[src/rtl/adc_rd_pkg.sv]
package adc_rd_pkg;
    typedef enum logic [1:0] {
        ST_IDLE  = 2'd0,
        ST_LEAD  = 2'd1,
        ST_SHIFT = 2'd2,
        ST_TAIL  = 2'd3
    } rd_state_t;
endpackage

[src/rtl/adc_rd_sclk_gen.sv]
module adc_rd_sclk_gen #(
    parameter int DIV_W   = 8,
    parameter int MIN_DIV = 4
) (
    input  logic             clk,
    input  logic             rst_n,
    input  logic             run_i,
    input  logic [DIV_W-1:0] period_i,
    output logic             sclk_o,
    output logic             rise_o,
    output logic             fall_o
);
    localparam logic [DIV_W-1:0] MIN_P = DIV_W'(MIN_DIV);

    logic [DIV_W-1:0] eff;
    logic [DIV_W-1:0] half;
    logic [DIV_W-1:0] cnt;

    // period clamp and half-period split
    assign eff    = (period_i < MIN_P) ? MIN_P : period_i;
    assign half   = eff >> 1;
    assign rise_o = run_i && (cnt == half - 1'b1);
    assign fall_o = run_i && (cnt == eff - 1'b1);

    always_ff @(posedge clk or negedge rst_n) begin
        if (!rst_n) begin
            cnt    <= '0;
            sclk_o <= 1'b0;
        end else if (!run_i) begin
            cnt    <= '0;
            sclk_o <= 1'b0;
        end else if (fall_o) begin
            cnt    <= '0;
            sclk_o <= 1'b0;
        end else begin
            cnt <= cnt + 1'b1;
            if (rise_o) begin
                sclk_o <= 1'b1;
            end
        end
    end
endmodule

[src/rtl/adc_rd_shifter.sv]
module adc_rd_shifter #(
    parameter int RES_BITS = 12
) (
    input  logic                clk,
    input  logic                rst_n,
    input  logic                clear_i,
    input  logic                shift_i,
    input  logic                sdo_i,
    output logic [RES_BITS-1:0] res_o
);
    logic [RES_BITS-1:0] sh_q;

    always_ff @(posedge clk or negedge rst_n) begin
        if (!rst_n) begin
            sh_q <= '0;
        end else if (clear_i) begin
            sh_q <= '0;
        end else if (shift_i) begin
            sh_q <= {sh_q[RES_BITS-2:0], sdo_i};
        end
    end

    assign res_o = sh_q;
endmodule

[src/rtl/adc_rd_ctrl.sv]
module adc_rd_ctrl #(
    parameter int DIV_W      = 8,
    parameter int MIN_DIV    = 4,
    parameter int FRAME_BITS = 16,
    parameter int RES_BITS   = 12
) (
    input  logic                clk,
    input  logic                rst_n,
    input  logic                start_i,
    input  logic                mode_fs_i,
    input  logic [DIV_W-1:0]    div_i,
    output logic                busy_o,
    output logic                valid_o,
    output logic [RES_BITS-1:0] result_o,
    output logic                cs_n_o,
    output logic                fs_o,
    output logic                sclk_o,
    input  logic                sdo_i
);
    import adc_rd_pkg::*;

    localparam int CNT_W = $clog2(FRAME_BITS);
    localparam logic [CNT_W-1:0] LAST_BIT = CNT_W'(FRAME_BITS - 1);
    localparam logic [CNT_W-1:0] KEEP_END = CNT_W'(RES_BITS);

    rd_state_t        state, nxt;
    logic             mode_q;
    logic [DIV_W-1:0] div_q;
    logic [CNT_W-1:0] bit_cnt;
    logic             run;
    logic             sck_rise;
    logic             sck_fall;
    logic             accept;
    logic             sample;
    logic             last;
    logic [RES_BITS-1:0] sh_res;

    assign accept = (state == ST_IDLE) && start_i;
    assign run    = (state != ST_IDLE);
    assign sample = (state == ST_SHIFT) && sck_fall;
    assign last   = sample && (bit_cnt == LAST_BIT);

    adc_rd_sclk_gen #(
        .DIV_W   (DIV_W),
        .MIN_DIV (MIN_DIV)
    ) u_sclk (
        .clk      (clk),
        .rst_n    (rst_n),
        .run_i    (run),
        .period_i (div_q),
        .sclk_o   (sclk_o),
        .rise_o   (sck_rise),
        .fall_o   (sck_fall)
    );

    adc_rd_shifter #(
        .RES_BITS (RES_BITS)
    ) u_shift (
        .clk     (clk),
        .rst_n   (rst_n),
        .clear_i (accept),
        .shift_i (sample && (bit_cnt < KEEP_END)),
        .sdo_i   (sdo_i),
        .res_o   (sh_res)
    );

    // next-state logic
    always_comb begin
        nxt = state;
        unique case (state)
            ST_IDLE:  if (start_i)  nxt = mode_fs_i ? ST_LEAD : ST_SHIFT;
            ST_LEAD:  if (sck_fall) nxt = ST_SHIFT;
            ST_SHIFT: if (last)     nxt = ST_TAIL;
            ST_TAIL:  if (sck_fall) nxt = ST_IDLE;
            default:                nxt = ST_IDLE;
        endcase
    end

    // state register
    always_ff @(posedge clk or negedge rst_n) begin
        if (!rst_n) begin
            state <= ST_IDLE;
        end else begin
            state <= nxt;
        end
    end

    // frame settings, bit counter, result
    always_ff @(posedge clk or negedge rst_n) begin
        if (!rst_n) begin
            mode_q   <= 1'b0;
            div_q    <= DIV_W'(MIN_DIV);
            bit_cnt  <= '0;
            result_o <= '0;
            valid_o  <= 1'b0;
        end else begin
            valid_o <= last;
            if (accept) begin
                mode_q  <= mode_fs_i;
                div_q   <= div_i;
                bit_cnt <= '0;
            end else if (sample) begin
                bit_cnt <= bit_cnt + 1'b1;
            end
            if (last) begin
                result_o <= sh_res;
            end
        end
    end

    // pin outputs
    always_comb begin
        busy_o = 1'b1;
        cs_n_o = 1'b0;
        fs_o   = !mode_q;
        unique case (state)
            ST_IDLE: begin
                busy_o = 1'b0;
                cs_n_o = 1'b1;
            end
            ST_LEAD:  fs_o = 1'b1;
            ST_SHIFT: fs_o = !mode_q;
            ST_TAIL:  cs_n_o = 1'b1;
            default: begin
                busy_o = 1'b0;
                cs_n_o = 1'b1;
            end
        endcase
    end

    logic unused_rise;
    assign unused_rise = sck_rise;
endmodule

[config.mk]
export PLATFORM = sky130hd
export DESIGN_NAME = adc_rd_ctrl
export DESIGN_NICKNAME = d
export VERILOG_FILES = /design/src/rtl/adc_rd_pkg.sv /design/src/rtl/adc_rd_sclk_gen.sv /design/src/rtl/adc_rd_shifter.sv /design/src/rtl/adc_rd_ctrl.sv
export SDC_FILE = /design/constraint.sdc
export NUM_CORES = 1
export LEC_CHECK = 0
export ABC_AREA = 1
export BUFFER_PORTS_ARGS = -buffer_cell sky130_fd_sc_hd__buf_2
export CAP_MARGIN = 0
export CORE_AREA = 5 5 92 68
export CTS_CLUSTER_DIAMETER = 80
export DETAILED_ROUTE_END_ITERATION = 10
export DIE_AREA = 0 0 97 73
export PLACE_DENSITY = 0.84
export SYNTH_ARGS = -nofsm -noshare
export SYNTH_HDL_FRONTEND = slang
export SYNTH_SLANG_ARGS = --single-unit
[constraint.sdc]
create_clock -name clk -period 2.5 [get_ports clk]
set_clock_uncertainty 0.05 [all_clocks]
set_input_delay 0.375 -clock clk [delete_from_list [all_inputs] [get_ports clk]]
set_output_delay 0.375 -clock clk [all_outputs]
set_load 0.01 [all_outputs]
==> results.json <==
{
  "dieArea_um2": 7081,
  "slew-limit-headroom_pct": 67.69,
  "wl_per_cell_um": 14.30,
  "synth_area_per_cell_um2": 8.431,
  "synth_cell_types": 35,
  "layout-drive-gt1-share_pct": 29.65,
  "grt_pass1_vias": 2082,
  "yosysMostFrequentCell": "nand2_1",
  "worstHoldEndpoint": "div_q[4]$_DFFE_PN0P_",
  "htreeDepth": 2,
  "dpl_cell_area_um2": 3030,
  "required_ns": 2.65,
  "synthToLayoutAreaGrowth_pct": 26.36,
  "r2r_end": "u_shift.res_o[4]$_DFFE_PN0P_",
  "synth.area.top_cells": "dfrtp_1 (45%), nand2_1 (12%), inv_1 (5.6%), nand3_1 (5.2%), ha_1 (4.2%)",
  "ioPinCount": 30,
  "worst_slack_ns": 0.01112,
  "hold_depth": 3,
  "num_vias": 2225,
  "yosys-top-cells-count": "nand2_1 (87), dfrtp_1 (48), inv_1 (40)",
  "setup_tns_ns": 0,
  "chipWidth_um": 97,
  "ys.flop_type": "dfrtp_1",
  "nets": 392,
  "period_share_pct": 99.56,
  "drc": 0,
  "rrSetupSlack_ns": 0.01,
  "grt_usage_pct": 17.33,
  "antenna_found_initial": 0,
  "synth-async-reset-ratio_pct": 100.0,
  "powerDensity_nw_per_um2": 1028,
  "clock_sinks": 49,
  "status": "complete, no violations",
  "hp-start": "div_i[4]",
  "ys_warn_count": 0,
  "clkLatencyLatePin_ns": 0.31,
  "rr_startpoint": "div_q[2]$_DFFE_PN1P_",
  "synth_area_um2": 2673,
  "finalSetupViolations": 0,
  "hold_violations": 0,
  "grt_first_pass_wirelength_um": 9956,
  "slew_viol_final": 0,
  "start_kind": "register",
  "worstPathMaxFanout": 5,
  "design_area_um2": 3377,
  "overflow": 0,
  "cts_root_buffer": "clkbuf_8",
  "numCtsBuffers": 5,
  "cts_tree": "done",
  "gp_congestion": 0.9379,
  "yosys.area.top_type": "dfrtp_1",
  "die_y_um": 73,
  "finalWirelength_um": 6377,
  "cts.reportedPaths.clkPinSlew_ns": 0.10,
  "critical_path_class": "register to register",
  "num_antenna_cells": 0,
  "synth_edf_count": 0,
  "reg2regPathDepth": 14,
  "max_slew.worst_pin.slew_ns": 0.4841,
  "core_um2": 5439,
  "preCtsSetupSlack_ns": -0.04445,
  "hold_path_class": "primary input to register",
  "port_buffers": 29,
  "post-route-util_pct": 62.09,
  "first_pass_iters": 4,
  "start_util_pct": 49.14,
  "cts_buffer_depth": 2,
  "critPathArrivalTime_ns": 2.64,
  "ys_seq_area_share_pct": 45.93,
  "max_clock_freq_mhz": 401.8,
  "syn-num-nets": 339,
  "drtIter0Drc": 141,
  "grt_setup_unrepaired": "yes",
  "rows": 23,
  "yosysTopAreaCellShare_pct": 44.94,
  "max-cap-violations": 0,
  "hpwl_um": 4354,
  "period_needed_ns": 2.489,
  "end_kind": "register",
  "viasPerCell": 4.989,
  "grt_max_degree": 24,
  "ys_ff_latch": 49,
  "p_leak_nw": 1.692,
  "netlist_instances": 317,
  "peakVddDrop_uv": 489.6,
  "ant_nets": 0
}
## timing repair
item                       in CTS  in global routing
hold buffers                    1                  0
cloned                          0                  2
pin swaps                       2                 13
buffers inserted                0                  3
gates resized for setup         3                 38
hold endpoints to repair       11                  0
setup endpoints to repair      28                 40
## report_power, final
group	switching, mW	leakage, nW	total [mW]	internal (mW)
clock network	0.286	0.0423	0.490	0.204
logic	1.10	0.989	1.90	0.800
registers	0.153	0.661	1.08	0.924
total	1.54	1.69	3.47	1.93
## logic make-up after synthesis
family | synth area share (%)
AOI/OAI and AO/OA | 9.363
and+or+nand+nor | 26.50
adders and majority gates | 4.214
xor gates and xnor gates | 6.554
buffers and inverters | 7.443
DFF | 45.93
## routing by layer
layer  GRT usage [%]  share of wire (%)  wire [um]  vias up
met3           3.343                6.0        385       12
met1           25.38                 47       3015     1041
li1                -                  -          -     1106
met2           26.30                 45       2866       66
met4           4.984                1.7        110        0
met5               0                  0          0        -
## layout by cell type, fill, tap and decap left out, types with 5 or more instances in the layout
cell / n
clkbuf_8: 5
nand3_2: 6
nand3_1: 22
buf_4: 18
buf_2: 29
dfrtp_1: 48
nor2_4: 10
nand2_1: 80
nand2_2: 6
o21ai_1: 8
xor2_1: 12
a21oi_1: 6
nor2_1: 14
xnor2_1: 7
ha_1: 7
o21ai_2: 14
inv_1: 38
## flip-flops by register name, summed over array words and instances (netlist names)
name,cells
div_q,8
u_sclk.sclk_o,1
valid_o,1
bit_cnt,4
mode_q,1
result_o,12
u_sclk.cnt,8
u_shift.res_o,12
state,2
## per-stage QoR
step / power, mW / instances / hold WS (ns)
global placement: 2.570 / 432 / 0.2365
finish: 3.471 / 446 / 0.2087
CTS: 3.137 / 441 / 0.2081
global route: 3.738 / 446 / 0.2112
floorplan: 2.121 / 317 / 0.02941
detailed placement: 2.626 / 432 / 0.2444
## worst max-delay path, cell delays in order (launching register included)
cell and delay, ns:
dfstp_2 0.57, nor2_4 0.05, nand3_4 0.10, buf_6 0.12
nand2_4 0.05, ha_4 0.26, xor2_1 0.13, nand3_1 0.14
nor2_4 0.17, nand3_2 0.13, nor2_4 0.15, nand3_4 0.13
clkbuf_16 0.19, nand3_1 0.07, o21ai_1 0.07
## how the worst max path moves through the flow
stage | slack, ns | depth (start not counted) | to | start
after floorplan | 0.06 | 16 | result_o[10]$_DFFE_PN0P_ | div_q[4]$_DFFE_PN0P_
after global placement | 0.05 | 16 | u_shift.res_o[4]$_DFFE_PN0P_ | div_q[2]$_DFFE_PN1P_
after detailed placement | -0.04 | 15 | state[0]$_DFFE_PN0P_ | div_q[2]$_DFFE_PN1P_
after CTS | 0.002 | 16 | result_o[6]$_DFFE_PN0P_ | div_q[7]$_DFFE_PN0P_
after global routing | -0.09 | 16 | u_shift.res_o[4]$_DFFE_PN0P_ | div_q[2]$_DFFE_PN1P_
final | 0.01 | 14 | u_shift.res_o[4]$_DFFE_PN0P_ | div_q[2]$_DFFE_PN1P_
## layout make-up
| cell class | count | area [um^2] |
|---|---|---|
| Clock buffer | 5 | 68.82 |
| Fill cell | 412 | 2062 |
| Sequential cell | 49 | 1227 |
| Timing Repair Buffer | 54 | 402.9 |
| Inverter | 40 | 150.1 |
| Tap cell | 75 | 93.84 |
| Clock inverter | 3 | 26.28 |
| Multi-Input combinational cell | 220 | 1408 |
(Power assumes the default switching activity.)
